`config.mk`:
```
export PLATFORM = sky130hd
export DESIGN_NAME = i2s_lsbj_rx
export DESIGN_NICKNAME = d
export VERILOG_FILES = /design/src/rtl/i2s_rx_pkg.sv /design/src/rtl/i2s_rx_sync.sv /design/src/rtl/i2s_rx_deser.sv /design/src/rtl/i2s_rx_unpack.sv /design/src/rtl/i2s_lsbj_rx.sv
export SDC_FILE = /design/constraint.sdc
export NUM_CORES = 1
export LEC_CHECK = 0
export BUFFER_PORTS_ARGS = -buffer_cell sky130_fd_sc_hd__buf_4
export CORE_MARGIN = 4
export CORE_UTILIZATION = 40
export DETAILED_ROUTE_END_ITERATION = 10
export PLACE_DENSITY = 0.53
export SETUP_SLACK_MARGIN = 0.15
export SYNTH_ARGS = -nofsm -noshare
export SYNTH_HDL_FRONTEND = slang
export SYNTH_SLANG_ARGS = --single-unit
```
`constraint.sdc`:
```
create_clock -name clk -period 4.1 [get_ports clk]
set_input_delay 0.82 -clock clk [delete_from_list [all_inputs] [get_ports clk]]
set_output_delay 0.82 -clock clk [all_outputs]
set_load 0.005 [all_outputs]
```
`src/rtl/i2s_rx_pkg.sv`:
```
package i2s_rx_pkg;
  typedef enum logic {
    PK_SPLIT24 = 1'b0,
    PK_EXT16   = 1'b1
  } pk_mode_e;
endpackage

```
`src/rtl/i2s_rx_sync.sv`:
```
module i2s_rx_sync #(
  parameter int STAGES = 2,
  parameter int W      = 3
) (
  input  logic         clk,
  input  logic         rst_n,
  input  logic [W-1:0] d,
  output logic [W-1:0] q
);
  logic [STAGES-1:0][W-1:0] stg;

  always_ff @(posedge clk or negedge rst_n) begin
    if (!rst_n) begin
      stg <= '0;
    end else begin
      stg[0] <= d;
      for (int i = 1; i < STAGES; i++) stg[i] <= stg[i-1];
    end
  end

  assign q = stg[STAGES-1];
endmodule

```
`src/rtl/i2s_rx_deser.sv`:
```
module i2s_rx_deser #(
  parameter int SLOT_W = 32,
  parameter int WIDE_W = 24
) (
  input  logic              clk,
  input  logic              rst_n,
  input  logic              ck_s,
  input  logic              ws_s,
  input  logic              sd_s,
  output logic              done,
  output logic [WIDE_W-1:0] word,
  output logic              side
);
  localparam int CW = $clog2(SLOT_W + 1);

  logic              ck_d;
  logic              ws_prev;
  logic [CW-1:0]     cnt;
  logic [WIDE_W-1:0] shreg;
  logic              rise;

  assign rise = ck_s & ~ck_d;

  always_ff @(posedge clk or negedge rst_n) begin
    if (!rst_n) begin
      ck_d    <= 1'b0;
      ws_prev <= 1'b0;
      cnt     <= CW'(SLOT_W);
      shreg   <= '0;
      done    <= 1'b0;
      word    <= '0;
      side    <= 1'b0;
    end else begin
      done <= 1'b0;
      ck_d <= ck_s;
      if (rise) begin
        shreg   <= {shreg[WIDE_W-2:0], sd_s};
        ws_prev <= ws_s;
        if (ws_s != ws_prev) begin
          cnt <= '0;
          if (cnt == CW'(SLOT_W - 1)) begin
            done <= 1'b1;
            word <= {shreg[WIDE_W-2:0], sd_s};
            side <= ws_prev;
          end
        end else if (cnt != CW'(SLOT_W)) begin
          cnt <= cnt + 1'b1;
        end
      end
    end
  end
endmodule

```
`src/rtl/i2s_rx_unpack.sv`:
```
module i2s_rx_unpack
  import i2s_rx_pkg::*;
#(
  parameter int HALF_W = 16,
  parameter int WIDE_W = 24
) (
  input  logic              clk,
  input  logic              rst_n,
  input  logic              load,
  input  logic [WIDE_W-1:0] word,
  input  logic              side,
  input  pk_mode_e          mode,
  input  logic              rd_ready,
  output logic              rd_valid,
  output logic [HALF_W-1:0] rd_data,
  output logic              rd_right,
  output logic              ovr
);
  localparam int HI_BITS = WIDE_W - HALF_W;

  logic [1:0]        rem;
  logic [WIDE_W-1:0] hold;
  logic              free;

  assign rd_valid = (rem != 2'd0);
  assign free     = (rem == 2'd0) || (rem == 2'd1 && rd_ready);
  assign rd_data  = (rem == 2'd2) ? {{(HALF_W-HI_BITS){1'b0}}, hold[WIDE_W-1:HALF_W]}
                                  : hold[HALF_W-1:0];

  always_ff @(posedge clk or negedge rst_n) begin
    if (!rst_n) begin
      rem      <= 2'd0;
      hold     <= '0;
      rd_right <= 1'b0;
      ovr      <= 1'b0;
    end else begin
      ovr <= 1'b0;
      if (load && free) begin
        hold     <= word;
        rd_right <= side;
        rem      <= (mode == PK_EXT16) ? 2'd1 : 2'd2;
      end else begin
        if (load) ovr <= 1'b1;
        if (rd_valid && rd_ready) rem <= rem - 2'd1;
      end
    end
  end
endmodule

```
`src/rtl/i2s_lsbj_rx.sv`:
```
module i2s_lsbj_rx
  import i2s_rx_pkg::*;
#(
  parameter int SYNC_STAGES = 2,
  parameter int SLOT_W      = 32,
  parameter int HALF_W      = 16,
  parameter int WIDE_W      = 24
) (
  input  logic              clk,
  input  logic              rst_n,
  input  logic              i2s_ck,
  input  logic              i2s_ws,
  input  logic              i2s_sd,
  input  logic              pack_mode,
  output logic              rd_valid,
  input  logic              rd_ready,
  output logic [HALF_W-1:0] rd_data,
  output logic              rd_right,
  output logic              ovr
);
  logic [2:0]        pins_s;
  logic              slot_done;
  logic [WIDE_W-1:0] slot_word;
  logic              slot_side;

  i2s_rx_sync #(.STAGES(SYNC_STAGES), .W(3)) u_sync (
    .clk(clk), .rst_n(rst_n),
    .d({i2s_ck, i2s_ws, i2s_sd}),
    .q(pins_s)
  );

  i2s_rx_deser #(.SLOT_W(SLOT_W), .WIDE_W(WIDE_W)) u_deser (
    .clk(clk), .rst_n(rst_n),
    .ck_s(pins_s[2]), .ws_s(pins_s[1]), .sd_s(pins_s[0]),
    .done(slot_done), .word(slot_word), .side(slot_side)
  );

  i2s_rx_unpack #(.HALF_W(HALF_W), .WIDE_W(WIDE_W)) u_unpack (
    .clk(clk), .rst_n(rst_n),
    .load(slot_done), .word(slot_word), .side(slot_side),
    .mode(pk_mode_e'(pack_mode)),
    .rd_ready(rd_ready), .rd_valid(rd_valid),
    .rd_data(rd_data), .rd_right(rd_right), .ovr(ovr)
  );
endmodule

```
### Word-level counts from Yosys, hierarchy flattened

Index checks and enable logic that the tools add are counted.

| storage, ports and cells | value |
|---|---|
| flip-flop bits (word level) | 91 |
| latch bits | 0 |
| bits in writable memories | 0 |
| ROM bits | 0 |
| input port bits | 7 |
| logic and storage cells | 43 |
| memories | 0 |

| operators by class | value |
|---|---|
| add/subtract/negate cells | 2 |
| multipliers | 0 |
| divide/modulo/power cells | 0 |
| order comparisons | 0 |
| equality and inequality tests | 5 |
| shift operators | 0 |
| muxes and demuxes | 11 |
| bitwise gates (word level) | 2 |
| reduce and logical (&&, ||, !) cells | 10 |

Operator list:

| kind | number |
|---|---|
| 16-bit 2-to-1 mux | 1 |
| 6-bit 2-to-1 mux | 2 |
| 6-bit by 1-bit adder with 6-bit output, second input constant | 1 |
| 6-bit by 5-bit == test with 1-bit output, second input constant | 1 |
| 2-bit 2-to-1 mux | 3 |
| 6-bit inequality test, second input constant | 1 |
| 2-bit nonzero test | 3 |
| 1-bit 2-to-1 mux | 5 |
| 1-bit logical AND | 3 |
| 3-bit AND reduction | 1 |
| 2-bit by 1-bit == test with 1-bit output, second input constant | 1 |
| 2-bit == test, second input constant | 1 |
| 2-bit zero test | 1 |
| 2-bit AND reduction | 1 |
| 2-bit by 1-bit subtractor with 2-bit output, second input constant | 1 |
| 1-bit AND | 1 |
| 1-bit logical OR | 1 |
| 1-bit inequality test | 1 |
| 1-bit NOT | 1 |

### Logic depth before layout (Yosys ltp)

| logic depth | value |
|---|---|
| depth in word-level cells | 5 |
| gate-level depth with buffers | 7 |

### By module

From an unflattened synthesis, not the netlist that was laid out.

| unflattened totals | value |
|---|---|
| cells, all modules | 302 |
| area, all modules | 3940.0 µm² |

Modules (own cells, without submodules):

| module | instances | cells each | area each (µm²) | seq. area each (µm²) |
|---|---|---|---|---|
| i2s_rx_deser | 1 | 202 | 2373.5 | 1427.6 |
| i2s_rx_unpack | 1 | 91 | 1393.8 | 700.7 |
| i2s_rx_sync | 1 | 9 | 172.7 | 150.1 |

### Worst setup path before layout

OpenSTA, ideal clock, no wires.

| path | value |
|---|---|
| kind | register to output |
| from | reg u_unpack.rem[0] |
| to | out rd_data[3] |
| arrival time | 1.521 ns |
| data required time | 3.280 ns |
| path slack | 1.759 ns |
| cell stages (with the launch flop) | 6 |
| path buffers | 2 |
| cell sequence | dfrtp_1 inv_1 ha_1 clkbuf_1 clkbuf_1 mux2_2 |

| on the way | value |
|---|---|
| cells in the longest elaborated chain, start to end | 2 |

Ends and longest elaborated chain:

| element | RTL line | source |
|---|---|---|
| start: declaration | i2s_rx_unpack.sv:21 | `logic [1:0] rem;` |
| start signal: assignment | i2s_rx_unpack.sv:41 | `rem <= (mode == PK_EXT16) ? 2'd1 : 2'd2;` |
| start signal: assignment | i2s_rx_unpack.sv:44 | `if (rd_valid && rd_ready) rem <= rem - 2'd1;` |
| 2-bit == test | i2s_rx_unpack.sv:27 | `assign rd_data = (rem == 2'd2) ? {{(HALF_W-HI_BITS){1'b0}}, hold[WIDE_W-1:HALF_W]}` |
| 16-bit 2-to-1 mux | i2s_rx_unpack.sv:27 |  |
| end: declaration | i2s_lsbj_rx.sv:17 | `output logic [HALF_W-1:0] rd_data,` |

Every way passes these cells.

### Worst setup path after layout

| path | value |
|---|---|
| from | reg u_unpack.rem[0] |
| to | out rd_data[4] |

Same word-level chain as after synthesis.

==> results list <==
- Outcome: finished clean
- Sequential cells were found to cover 60.0% of the synthesized design area.
- Slew Limit Headroom: 28.9%
- The number of placed instances, taps included, is 443.
- For the final database, setup skew stands at 0.0158 ns.
- Source-to-sink clock delay at the later pin of the worst-skew pair: 0.37 ns
* FP Rows: 35
- The smallest clock period supported by the final layout is computed as 2.84 ns.
- After global routing the overflow that remains totals 0.
- After technology mapping, the gate count stands at 299.
* Maximum number of pins on one net before global-route repair: 86
- Dividing the detail-routed wire length by the instance count gives 13.4 um.
* Worst Setup Slack post-DPL: 1.59 ns
- Data arrival time at the worst-slack endpoint: 2.02 ns
- Number of antenna violations at the first check in global routing: 0
* Mean instance size in the synthesized netlist: 12.7 um2
- Number of nets with antenna violations after routing: 0
- Port bufs: 25
* Dpl hpwl: 3.82 mm
* Tightest Pin Transition: 1.07 ns
- RSZ-0062 raised after global routing: no
- Pwr/cell area: 411 mW/mm2
- In this run, synthesis inferred 0 flip-flops with an integrated enable.
- The hold violation total from the final report was 0.
* Fin cells: 459
- In this run the worst hold path is classified as reg2reg.
- In this run the horizontal extent of the chip is 105 um.
- Fraction of synthesis flops using an asynchronous set or reset pin: 100%
- The number of gates resized after CTS was 0.
- The tightest hold path in the finished design has a slack of 0.353 ns.
* Hold Buf Count CTS: 0
* Post-CTS Setup Repair Bufs: 0
* CTS Sinks: 91
- Among all flip-flop cells after synthesis, the most frequent one is sky130_fd_sc_hd__dfrtp_1.
- Buffers & Inverters on Critical Path: 2
- The synthesized design spends more area on one cell type than any other, namely sky130_fd_sc_hd__dfrtp_1.
- Initial core utilization: 41.1%
* Endpoint kind of the worst setup timing path: output pin
- Final net count: 337
- Synth cell types: 34
- Post-synth top area share: 59.3%
- Clock edge transition at the registers on the reported setup and hold paths: 0.10 ns
* CTS Root Cell: sky130_fd_sc_hd__clkbuf_8
- Largest stage delay on the critical path: 0.60 ns
- Maximum buffer depth of the clock tree: 2
- Share of the clock period used by the worst path after layout: 69.3%
- Compared with the post-synthesis result, the final layout area differs by 13.2%.
- Count of vias placed by the detailed router: 2200
* Setup violators final: 0
- Number of global-route vias before repair: 2275
- Setup slack closes at 1.26 ns.
- In the final layout, the share of cells above drive strength 1 is 33.3%.
* Leak: 2.27 nW
- Antenna cell count: 0
- In this run the cell area of the synthesized design comes to 0.00380 mm2.
- Counting the buffers created by CTS gives 9.
- Routability-driven placement finished with a final weighted congestion of 0.684.
* I/O pin count: 26
- Ratio of routed vias to standard cells: 4.79
- The first global-routing pass estimated 10.8 mm of wire.
* Total wire length after detailed routing: 6.14 mm
- Of all nets on the critical path, the largest fanout is 16.
* Max-cap violations: 0
- Maximum resistive drop on vdd: 0.198 mV
- Summing all placed instances gives a cell area of 0.00410 mm2.
* Chip height: 105 um
* CP Data Required Time: 3.28 ns
- Crit Path Category: reg2out
- Total of warnings raised by yosys: 0
- CTS H-tree lvls: 3
* Sum of negative setup slack: 0 ns
- Dominant cells by area after synthesis: sky130_fd_sc_hd__dfrtp_1, sky130_fd_sc_hd__mux2_2, sky130_fd_sc_hd__mux2_4, sky130_fd_sc_hd__nand2_1, sky130_fd_sc_hd__nor2b_1
* Flip-flop and latch count after synthesis: 91
- Fmax: 352 MHz
- Net count of the mapped netlist: 311
- Drc violations: 0
* First DRT Iteration DRCs: 73
- Family with the most delay on the worst path: adder cells
* Cell-by-cell listing of the critical path: inv_1 > ha_1 > mux2_2 > buf_4
- Floorplan die area: 0.0111 mm2
- TritonCTS built the clock tree.
- Global routing used 12.1% of the available tracks.
- Std-Cell Core Area: 0.00924 mm2
- The worst setup path is launched from a flop.
- The max-slew violation count came to 0.
* Final Cell Area: 0.00430 mm2
- The slowest stage of the critical path belongs to the cell sky130_fd_sc_hd__ha_1.
- Length of the first detailed-routing pass in iterations: 3
[worst reg2reg max path, cell delays in order (launching register included)]
cell and delay [ns]:
sky130_fd_sc_hd__dfrtp_1 0.38, sky130_fd_sc_hd__inv_1 0.08, sky130_fd_sc_hd__ha_1 0.24, sky130_fd_sc_hd__a21oi_1 0.24, sky130_fd_sc_hd__nand2b_1 0.46, sky130_fd_sc_hd__buf_4 0.37, sky130_fd_sc_hd__mux2_2 0.38
[placed cells by master (no fill, tap or decap), types with 5 or more instances in the layout]
cell type / count
sky130_fd_sc_hd__dfrtp_1: 90
sky130_fd_sc_hd__mux2_2: 40
sky130_fd_sc_hd__ha_1: 5
sky130_fd_sc_hd__buf_4: 29
sky130_fd_sc_hd__nand2_1: 75
sky130_fd_sc_hd__clkbuf_8: 9
sky130_fd_sc_hd__mux2_4: 19
sky130_fd_sc_hd__inv_1: 10
sky130_fd_sc_hd__nor2b_1: 11
[synth_stat cells (2+ instances only)]
master                     count
sky130_fd_sc_hd__dfrtp_1      90
sky130_fd_sc_hd__nand2_1      75
sky130_fd_sc_hd__mux2_2       40
sky130_fd_sc_hd__mux2_4       19
sky130_fd_sc_hd__nor2b_1      11
sky130_fd_sc_hd__inv_1        10
sky130_fd_sc_hd__clkbuf_1      9
sky130_fd_sc_hd__ha_1          5
sky130_fd_sc_hd__a22o_1        3
sky130_fd_sc_hd__buf_2         3
sky130_fd_sc_hd__nand2b_1      3
sky130_fd_sc_hd__o21ai_0       3
sky130_fd_sc_hd__a21oi_1       2
sky130_fd_sc_hd__buf_6         2
sky130_fd_sc_hd__nand3_1       2
sky130_fd_sc_hd__nor2_1        2
sky130_fd_sc_hd__o211ai_1      2
sky130_fd_sc_hd__or4_1         2
[final cells by class]
| class | instances | area [um2] |
|---|---|---|
| clock buffers | 9 | 124 |
| clock inverters | 7 | 70.1 |
| fillers | 851 | 4940 |
| inverters | 10 | 37.5 |
| multi-input cells | 184 | 1410 |
| flip-flops and latches | 91 | 2280 |
| well taps | 129 | 161 |
| repair buffers | 29 | 218 |
[cell families after synthesis]
group	after synthesis	synth area share (%)
flip-flops	91	60.0
XOR/XNOR	2	0.659
adder cells (fa/ha/maj)	5	1.65
buffers and inverters	24	2.87
AO/OA/AOI/OAI	16	3.07
multiplexers	59	19.4
AND/OR/NAND/NOR	102	12.4
[metal layers]
layer	vias to the layer above	GRT usage (%)	part of all wire (%)
met3	11	4.04	3.5
met5	-	0	0
met4	0	4.50	1.5
li1	1049	-	-
met1	1114	15.9	48
met2	26	18.5	47
[report_power, final]
group / switching, mW / internal [mW]
logic: 0.114 / 0.0806
registers: 0.0428 / 0.949
clock network: 0.345 / 0.236
total: 0.502 / 1.27
[state kept, by name (all words and copies together), names as in the netlist, 2 cells and up]
| register | flops |
|---|---|
| u_deser.word | 24 |
| u_deser.cnt | 6 |
| u_sync.stg | 3 |
| u_deser.shreg | 23 |
| u_unpack.hold | 24 |
| u_unpack.rem | 2 |
| u_sync.q | 3 |
[metrics by stage]
step	utilization, %	total power [mW]
floorplan	-	1.14
global placement	44.4	1.21
detailed placement	44.4	1.21
CTS	46.5	1.81
global route	46.5	1.88
finish	46.5	1.77
[path summary, 6_finish.rpt]
path | startpoint | end | slack (ns) | cells past startpoint
setup / recovery | u_unpack.rem[0] | rd_data[4] | 1.26 | 4
min in group asynchronous | rst_n | u_unpack.rem[1] | 0.66 | 1
hold reg to reg | u_sync.stg[0] | u_sync.q[0] | 0.35 | 0
setup reg to reg | u_unpack.rem[0] | u_unpack.hold[22] | 1.84 | 6
hold / removal | u_sync.stg[0] | u_sync.q[0] | 0.35 | 0
max in group asynchronous | rst_n | u_deser.word[22] | 2.73 | 2
No activity file was read; power rests on OpenSTA's default activity.
